$ cat src/rtl/tdcm_pkg.sv
package tdcm_pkg;
  localparam int CH_W   = 6;
  localparam int TS_W   = 26;
  localparam int WORD_W = CH_W + TS_W;
  localparam int CNT_W  = 16;

  typedef logic [TS_W-1:0] ts_t;

  typedef struct packed {
    logic [CH_W-1:0] ch;
    ts_t             ts;
  } hit_rec_t;

  typedef enum logic [2:0] {
    FS_IDLE, FS_HDR0, FS_HDR1, FS_HDR2, FS_SCAN, FS_TRL
  } fstate_e;

  // true when a lies strictly earlier than b on the modular time line
  function automatic logic ts_before(input ts_t a, input ts_t b);
    ts_t diff;
    diff = b - a;
    return (diff != '0) && !diff[TS_W-1];
  endfunction
endpackage

$ cat src/rtl/tdcm_fifo.sv
module tdcm_fifo #(
  parameter int W     = 8,
  parameter int DEPTH = 4
) (
  input  logic         clk,
  input  logic         rst_n,
  input  logic         wr,
  input  logic [W-1:0] wdata,
  input  logic         rd,
  output logic [W-1:0] rdata,
  output logic         full,
  output logic         empty
);
  localparam int AW = (DEPTH > 1) ? $clog2(DEPTH) : 1;

  logic [W-1:0] mem [DEPTH];
  logic [AW:0]  wp, rp;

  assign full  = (wp - rp) == (AW+1)'(DEPTH);
  assign empty = (wp == rp);
  assign rdata = mem[rp[AW-1:0]];

  always_ff @(posedge clk) begin
    if (!rst_n) begin
      wp <= '0;
      rp <= '0;
    end else begin
      if (wr) wp <= wp + 1'b1;
      if (rd) rp <= rp + 1'b1;
    end
  end

  always_ff @(posedge clk) begin
    if (wr) mem[wp[AW-1:0]] <= wdata;
  end


  fifo_no_overfill_chk: assert property (@(posedge clk) disable iff (!rst_n)
    wr |-> !full);


  fifo_no_underrun_chk: assert property (@(posedge clk) disable iff (!rst_n)
    rd |-> !empty);
endmodule

$ cat src/rtl/tdcm_hit_buf.sv
module tdcm_hit_buf
  import tdcm_pkg::*;
#(
  parameter int DEPTH = 64,
  localparam int AW = (DEPTH > 1) ? $clog2(DEPTH) : 1,
  localparam int PW = AW + 1
) (
  input  logic     clk,
  input  logic     rst_n,
  input  logic     wr_en,
  input  hit_rec_t wr_rec,
  input  logic     retire_ok,
  input  ts_t      guard_ts,
  input  logic [PW-1:0] scan_ptr,
  output hit_rec_t scan_rec,
  output logic [PW-1:0] head_ptr,
  output logic [PW-1:0] tail_ptr,
  output logic     full,
  output logic     retired
);
  hit_rec_t mem [DEPTH];
  logic     empty;
  hit_rec_t head_rec;

  assign full     = (tail_ptr - head_ptr) == PW'(DEPTH);
  assign empty    = (tail_ptr == head_ptr);
  assign head_rec = mem[head_ptr[AW-1:0]];
  assign scan_rec = mem[scan_ptr[AW-1:0]];
  assign retired  = retire_ok && !empty && ts_before(head_rec.ts, guard_ts);

  always_ff @(posedge clk) begin
    if (!rst_n) begin
      head_ptr <= '0;
      tail_ptr <= '0;
    end else begin
      if (wr_en && !full) tail_ptr <= tail_ptr + 1'b1;
      if (retired)        head_ptr <= head_ptr + 1'b1;
    end
  end

  always_ff @(posedge clk) begin
    if (wr_en && !full) mem[tail_ptr[AW-1:0]] <= wr_rec;
  end


  hb_occupancy_chk: assert property (@(posedge clk) disable iff (!rst_n)
    (tail_ptr - head_ptr) <= PW'(DEPTH));
endmodule

$ cat src/rtl/tdcm_framer.sv
module tdcm_framer
  import tdcm_pkg::*;
#(
  parameter logic [31:0] BOARD_ID = 32'h0000_0001,
  parameter int WINDOW = 10000,
  parameter int PW     = 7
) (
  input  logic          clk,
  input  logic          rst_n,
  input  logic          tq_empty,
  input  ts_t           tq_start,
  output logic          tq_pop,
  input  logic [PW-1:0] head_ptr,
  input  logic [PW-1:0] tail_ptr,
  output logic [PW-1:0] scan_ptr,
  input  hit_rec_t      scan_rec,
  input  logic [1:0]    err_bits,
  input  logic          of_full,
  output logic          push,
  output logic [31:0]   push_word,
  output logic          push_last,
  output logic          busy
);
  fstate_e          st_q;
  ts_t              start_q;
  logic [CNT_W-1:0] cnt_q;
  logic [31:0]      frame_id_q;
  ts_t              rel;
  logic             older, inwin, at_end;

  assign scan_ptr = scan_ptr_q;
  logic [PW-1:0] scan_ptr_q;
  assign busy = (st_q != FS_IDLE);

  always_comb begin
    rel       = scan_rec.ts - start_q;
    older     = rel[TS_W-1];
    inwin     = rel < TS_W'(WINDOW);
    at_end    = (scan_ptr_q == tail_ptr);
    tq_pop    = (st_q == FS_IDLE) && !tq_empty;
    push      = 1'b0;
    push_word = '0;
    push_last = 1'b0;
    unique case (st_q)
      FS_HDR0: begin push = !of_full; push_word = BOARD_ID; end
      FS_HDR1: begin push = !of_full; push_word = frame_id_q; end
      FS_HDR2: begin push = !of_full; push_word = {{(32-TS_W){1'b0}}, start_q}; end
      FS_SCAN: begin
        if (!at_end && !older && inwin) begin
          push      = !of_full;
          push_word = {scan_rec.ch, rel};
        end
      end
      FS_TRL: begin
        push      = !of_full;
        push_last = 1'b1;
        push_word = {14'b0, err_bits, cnt_q};
      end
      default: ;
    endcase
  end

  always_ff @(posedge clk) begin
    if (!rst_n) begin
      st_q       <= FS_IDLE;
      start_q    <= '0;
      cnt_q      <= '0;
      frame_id_q <= '0;
      scan_ptr_q <= '0;
    end else begin
      unique case (st_q)
        FS_IDLE: if (tq_pop) begin
          start_q    <= tq_start;
          scan_ptr_q <= head_ptr;
          cnt_q      <= '0;
          st_q       <= FS_HDR0;
        end
        FS_HDR0: if (push) st_q <= FS_HDR1;
        FS_HDR1: if (push) st_q <= FS_HDR2;
        FS_HDR2: if (push) st_q <= FS_SCAN;
        FS_SCAN: begin
          if (at_end) st_q <= FS_TRL;
          else if (older) scan_ptr_q <= scan_ptr_q + 1'b1;
          else if (inwin) begin
            if (push) begin
              scan_ptr_q <= scan_ptr_q + 1'b1;
              cnt_q      <= cnt_q + 1'b1;
            end
          end else st_q <= FS_TRL;
        end
        FS_TRL: if (push) begin
          frame_id_q <= frame_id_q + 1'b1;
          st_q       <= FS_IDLE;
        end
        default: st_q <= FS_IDLE;
      endcase
    end
  end


  win_rel_chk: assert property (@(posedge clk) disable iff (!rst_n)
    (st_q == FS_SCAN && push) |-> (push_word[TS_W-1:0] < TS_W'(WINDOW)));
endmodule

$ cat src/rtl/tdc_trig_matcher.sv
module tdc_trig_matcher
  import tdcm_pkg::*;
#(
  parameter logic [31:0] BOARD_ID = 32'h0000_0001,
  parameter int LATENCY   = 12000,
  parameter int WINDOW    = 10000,
  parameter int BUF_DEPTH = 64,
  parameter int TQ_DEPTH  = 4,
  parameter int OF_DEPTH  = 16
) (
  input  logic        clk,
  input  logic        rst_n,
  input  logic [25:0] now_ts,
  input  logic        hit_valid,
  input  logic [5:0]  hit_chan,
  input  logic [25:0] hit_time,
  input  logic        trig_in,
  output logic        out_valid,
  input  logic        out_ready,
  output logic [31:0] out_data,
  output logic        out_last
);
  localparam int HB_AW = (BUF_DEPTH > 1) ? $clog2(BUF_DEPTH) : 1;
  localparam int HB_PW = HB_AW + 1;

  ts_t              win_open;
  logic             tq_full, tq_empty, tq_pop, tq_wr;
  ts_t              tq_start;
  logic             hb_full, hb_retired;
  logic [HB_PW-1:0] head_ptr, tail_ptr, scan_ptr;
  hit_rec_t         scan_rec, new_rec;
  logic             fr_push, fr_last, fr_busy;
  logic [31:0]      fr_word;
  logic             of_full, of_empty;
  logic [32:0]      of_rdata;
  logic             ovf_pend, lost_pend, drop_hit, drop_trig, trl_push;

  assign win_open  = now_ts - TS_W'(LATENCY);
  assign tq_wr     = trig_in && !tq_full;
  assign drop_trig = trig_in && tq_full;
  assign drop_hit  = hit_valid && hb_full;
  assign new_rec   = '{ch: hit_chan, ts: hit_time};
  assign trl_push  = fr_push && fr_last;

  tdcm_fifo #(.W(TS_W), .DEPTH(TQ_DEPTH)) u_trig_q (
    .clk(clk), .rst_n(rst_n), .wr(tq_wr), .wdata(win_open),
    .rd(tq_pop), .rdata(tq_start), .full(tq_full), .empty(tq_empty)
  );

  tdcm_hit_buf #(.DEPTH(BUF_DEPTH)) u_store (
    .clk(clk), .rst_n(rst_n), .wr_en(hit_valid), .wr_rec(new_rec),
    .retire_ok(!fr_busy && tq_empty), .guard_ts(win_open),
    .scan_ptr(scan_ptr), .scan_rec(scan_rec),
    .head_ptr(head_ptr), .tail_ptr(tail_ptr),
    .full(hb_full), .retired(hb_retired)
  );

  tdcm_framer #(.BOARD_ID(BOARD_ID), .WINDOW(WINDOW), .PW(HB_PW)) u_framer (
    .clk(clk), .rst_n(rst_n), .tq_empty(tq_empty), .tq_start(tq_start),
    .tq_pop(tq_pop), .head_ptr(head_ptr), .tail_ptr(tail_ptr),
    .scan_ptr(scan_ptr), .scan_rec(scan_rec),
    .err_bits({lost_pend, ovf_pend}), .of_full(of_full),
    .push(fr_push), .push_word(fr_word), .push_last(fr_last), .busy(fr_busy)
  );

  tdcm_fifo #(.W(33), .DEPTH(OF_DEPTH)) u_out_q (
    .clk(clk), .rst_n(rst_n), .wr(fr_push), .wdata({fr_last, fr_word}),
    .rd(out_valid && out_ready), .rdata(of_rdata),
    .full(of_full), .empty(of_empty)
  );

  assign out_valid = !of_empty;
  assign out_data  = of_rdata[31:0];
  assign out_last  = of_rdata[32];

  // sticky error flags: a new event in the trailer cycle wins over the clear
  always_ff @(posedge clk) begin
    if (!rst_n) begin
      ovf_pend  <= 1'b0;
      lost_pend <= 1'b0;
    end else begin
      if (trl_push) begin
        ovf_pend  <= drop_hit;
        lost_pend <= drop_trig;
      end else begin
        if (drop_hit)  ovf_pend  <= 1'b1;
        if (drop_trig) lost_pend <= 1'b1;
      end
    end
  end


  out_hold_chk: assert property (@(posedge clk) disable iff (!rst_n)
    (out_valid && !out_ready) |=> (out_valid && $stable(out_data) && $stable(out_last)));


  ovf_flag_chk: assert property (@(posedge clk) disable iff (!rst_n)
    (hit_valid && hb_full) |=> ovf_pend);


  no_retire_busy_chk: assert property (@(posedge clk) disable iff (!rst_n)
    (fr_busy || !tq_empty) |-> !hb_retired);
endmodule

$ cat config.mk
export PLATFORM = sky130hd
export DESIGN_NAME = tdc_trig_matcher
export DESIGN_NICKNAME = d
export VERILOG_FILES = /design/src/rtl/tdcm_pkg.sv /design/src/rtl/tdcm_fifo.sv /design/src/rtl/tdcm_hit_buf.sv /design/src/rtl/tdcm_framer.sv /design/src/rtl/tdc_trig_matcher.sv
export SDC_FILE = /design/constraint.sdc
export NUM_CORES = 2
export LEC_CHECK = 0
export ABC_CLOCK_PERIOD_IN_PS = 10650
export CAP_MARGIN = 40
export CORE_AREA = 2 2 457 504
export DETAILED_ROUTE_END_ITERATION = 10
export DIE_AREA = 0 0 459 506
export PLACE_DENSITY = 0.71
export SYNTH_ARGS = -nofsm -noshare
export SYNTH_HDL_FRONTEND = slang
export SYNTH_SLANG_ARGS = --single-unit
$ cat constraint.sdc
create_clock -name clk -period 10.65 [get_ports clk]
set_clock_uncertainty 0.2 [all_clocks]
set_input_delay 3.195 -clock clk [delete_from_list [all_inputs] [get_ports clk]]
set_output_delay 3.195 -clock clk [all_outputs]
set_load 0.02 [all_outputs]
==> results.md <==
* Synthesis-stage register bit count at approximately 2800
* Post-Place Worst Slack at 1.91 ns
* Final wirelength at 361000 um
* Starting Density at roughly 55%
* Ys flop type: edfxtp_1
* Critical path data arrival time at about 9 ns
* Post-synth top cells: edfxtp_1 (2680), mux4_2 (1392), clkbuf_1 (249)
* Die ar. at between 200000 and 250000 sq um
* Hold-fix buffers, CTS at 0
* Num CTS Buffers at slightly below 300
* Detailed placer's ending HPWL at 210000 um
* Placer Congestion at 0.882
* Hold slack final at 0.261 ns
* Fmax achieved at between 100 and 150 MHz
* Starting DRT DRC Count at 9802
* First-pass GRT wire length at roughly 500000 um
* Syn. warnings at 0
* Final period util at 80.0%
* Io pins at 97
* Detailed Routing Iterations Pass 1 at 5
* Post-synthesis sequential area ratio at 66.8%
* Final net count at 6364
* Antenna-violating nets left at 0
* CP Max Fanout at 31
* Max VDD drop at between 0.00015 and 0.0002 V
* Max_cap viols at 0
* Core area at 227000 sq um
* Vias at 68100
* CTS resizes at 0
* Post-synth cell types at just under 80
* Die Width at around 460 um
* Rows at 184
* H-tree depth at 5
* Critical Path RT at 11.09 ns
* Worst slew pin tran at 0.981 ns
* Post-Synthesis Cells at 5946
* Most common cell in the synthesized netlist: edfxtp_1
* Dpl cells at approximately 8900
* Final Max Tran Viols at 0
* Fraction of layout cells with a size suffix above 1 at 34.6%
* Crit start category: register
* Synth-to-layout area growth at 13.5%
* Root buffer cell: clkbuf_16
* TritonCTS clock tree: done
* Syn_area_per_cell at 20.9 sq um
* Die height at 506 um
* Final cell count without fillers at 9411
* Yosys top cell area share at 64.7%
* Status: complete, no violations
* Post-Syn Area at 124000 sq um
* Fillcell total at roughly 15000
* Cell taking the most area after synthesis: edfxtp_1
* Mapped Nets at 6089
* Synth top area cells: edfxtp_1 (65%), mux4_2 (25%), dfxtp_1 (2.1%)
* EDFF count, synth at ~2700
* Leakage at 0.0420 uW
* Pwr per Cell Area at around 200 nW/um^2
* Worst setup EP type: register
* Clock buffer depth at 4
* # DRC at 0
* Final hold violation count at 0
* CP Class: reg -> reg
* Final setup violation count at 0
* Hold crit path type: reg -> reg
* Synth async-reset ratio at 0%
* Unrepaired setup endpoints after global routing: no
* Total GRT Usage at a little under a third
* # port buffers at 96
* Largest net degree at the start of global routing at 116
* Initial antenna violation count at 20
* CTS sink cnt at 2812
* Vias in the first global route at 67700
* Reg clk slew, reported paths at 0.07 ns
* Post-route setup slack at roughly 2.1 ns
* Crit path time final at 8.52 ns
* Setup Fix Bufs, Post-CTS at 0
* Max-slew headroom at 34.6%
* Total grt overflow at 0
* Worst skew pair latency at about 0.96 ns
* Total negative slack at 0 ns
* DR WL/cell at 38.3 um
* Vias per std cell at 7.24
==> registers in the layout, summed over array words and instances, names as in the netlist, 3 cells and up, named ones only <==
name and count:
u_store.mem 2048, u_out_q.mem 528, u_trig_q.mem 104, u_framer.frame_id_q 32, u_framer.start_q 26, u_framer.cnt_q 16, u_framer.scan_ptr 7, u_store.head_ptr 7
u_store.tail_ptr 7, u_out_q.rp 5, u_out_q.wp 5, u_framer.st_q 3, u_trig_q.rp 3, u_trig_q.wp 3
==> through the flow <==
step	cell area, sq um	total power [uW]	util, %
6_report	141000	28700	62.1
5_1_grt	141000	29600	62.1
4_1_cts	141000	28800	62.0
3_5_place_dp	132000	18700	57.8
3_3_place_gp	129000	18600	56.9
2_1_floorplan	124000	16800	-
==> cell families after synthesis <==
logic type / synth area share (%)
AO/OA/AOI/OAI: 2.02
XOR/XNOR: 0.662
adder cells (fa/ha/maj): 0.817
buffers and inverters: 1.52
flip-flops: 66.8
multiplexers: 25.6
AND/OR/NAND/NOR: 2.55
==> routing by layer <==
metal / vias to the layer above / GRT usage [%] / wire length (um) / share of wire, %
li1: 26200 / - / - / -
met1: 36500 / 42.4 / 128000 / 35
met2: 4589 / 49.3 / 174000 / 48
met3: 874 / 7.80 / 42700 / 12
met4: 20 / 12.0 / 15600 / 4.3
met5: - / 0 / 139 / 0.039
==> layout make-up <==
| cell class | count | area (sq um) | area share, % |
|---|---|---|---|
| Timing Repair Buffer | 363 | 4540 | 3.22 |
| Inverter | 103 | 387 | 0.274 |
| Sequential cell | 2812 | 83200 | 58.9 |
| Clock buffer | 355 | 7840 | 5.55 |
| Antenna cell | 9 | 22.5 | 0.0160 |
| Multi-Input combinational cell | 2645 | 39900 | 28.3 |
| Clock inverter | 148 | 1570 | 1.11 |
| Tap cell | 2976 | 3720 | 2.64 |
==> worst max-delay path, stage by stage, from the launching register on <==
cell,delay (ns)
dfxtp_4,0.49
buf_16,0.28
buf_4,0.61
mux4_2,0.62
mux4_2,0.51
mux4_2,0.61
ha_1,0.43
o21a_1,0.23
a211oi_1,0.40
nor3b_1,0.12
a31o_2,0.26
mux2i_1,0.13
or4_4,0.49
nor4_4,0.40
a31oi_2,0.36
nor2_1,0.66
and3_2,0.91
buf_4,0.38
==> path summary, 6_finish.rpt <==
check	from	endpoint	slack [ns]	cells past startpoint
worst max-delay path	register	u_out_q.mem[14][17]	2.13	17
worst min-delay path	u_framer.start_q[12]	u_framer.start_q[12]	0.26	2
worst max register to register	register	u_out_q.mem[14][17]	2.13	17
worst min register to register	u_framer.start_q[12]	u_framer.start_q[12]	0.26	2
==> where the power goes <==
part / switching (uW) / internal, uW / leakage (uW)
registers: 232 / 12400 / 0.0249
logic: 3100 / 2760 / 0.0125
clock network: 4210 / 6030 / 0.00459
total: 7550 / 21200 / 0.0420
==> layout by cell type, fill, tap and decap left out, types with 44 or more instances in the layout <==
master / n
edfxtp_1: 2680
mux4_2: 1392
clkbuf_16: 305
nand2_1: 190
buf_4: 148
a21oi_1: 124
nor2_1: 116
dfxtp_1: 115
inv_1: 100
ha_1: 78
clkdlybuf4s50_1: 66
nor2_4: 64
buf_12: 63
clkinv_1: 53
xor2_1: 52
nand3_1: 51
o21ai_0: 50
clkbuf_1: 48
buf_16: 44
Note: power is estimated with default switching activity, not from simulation.
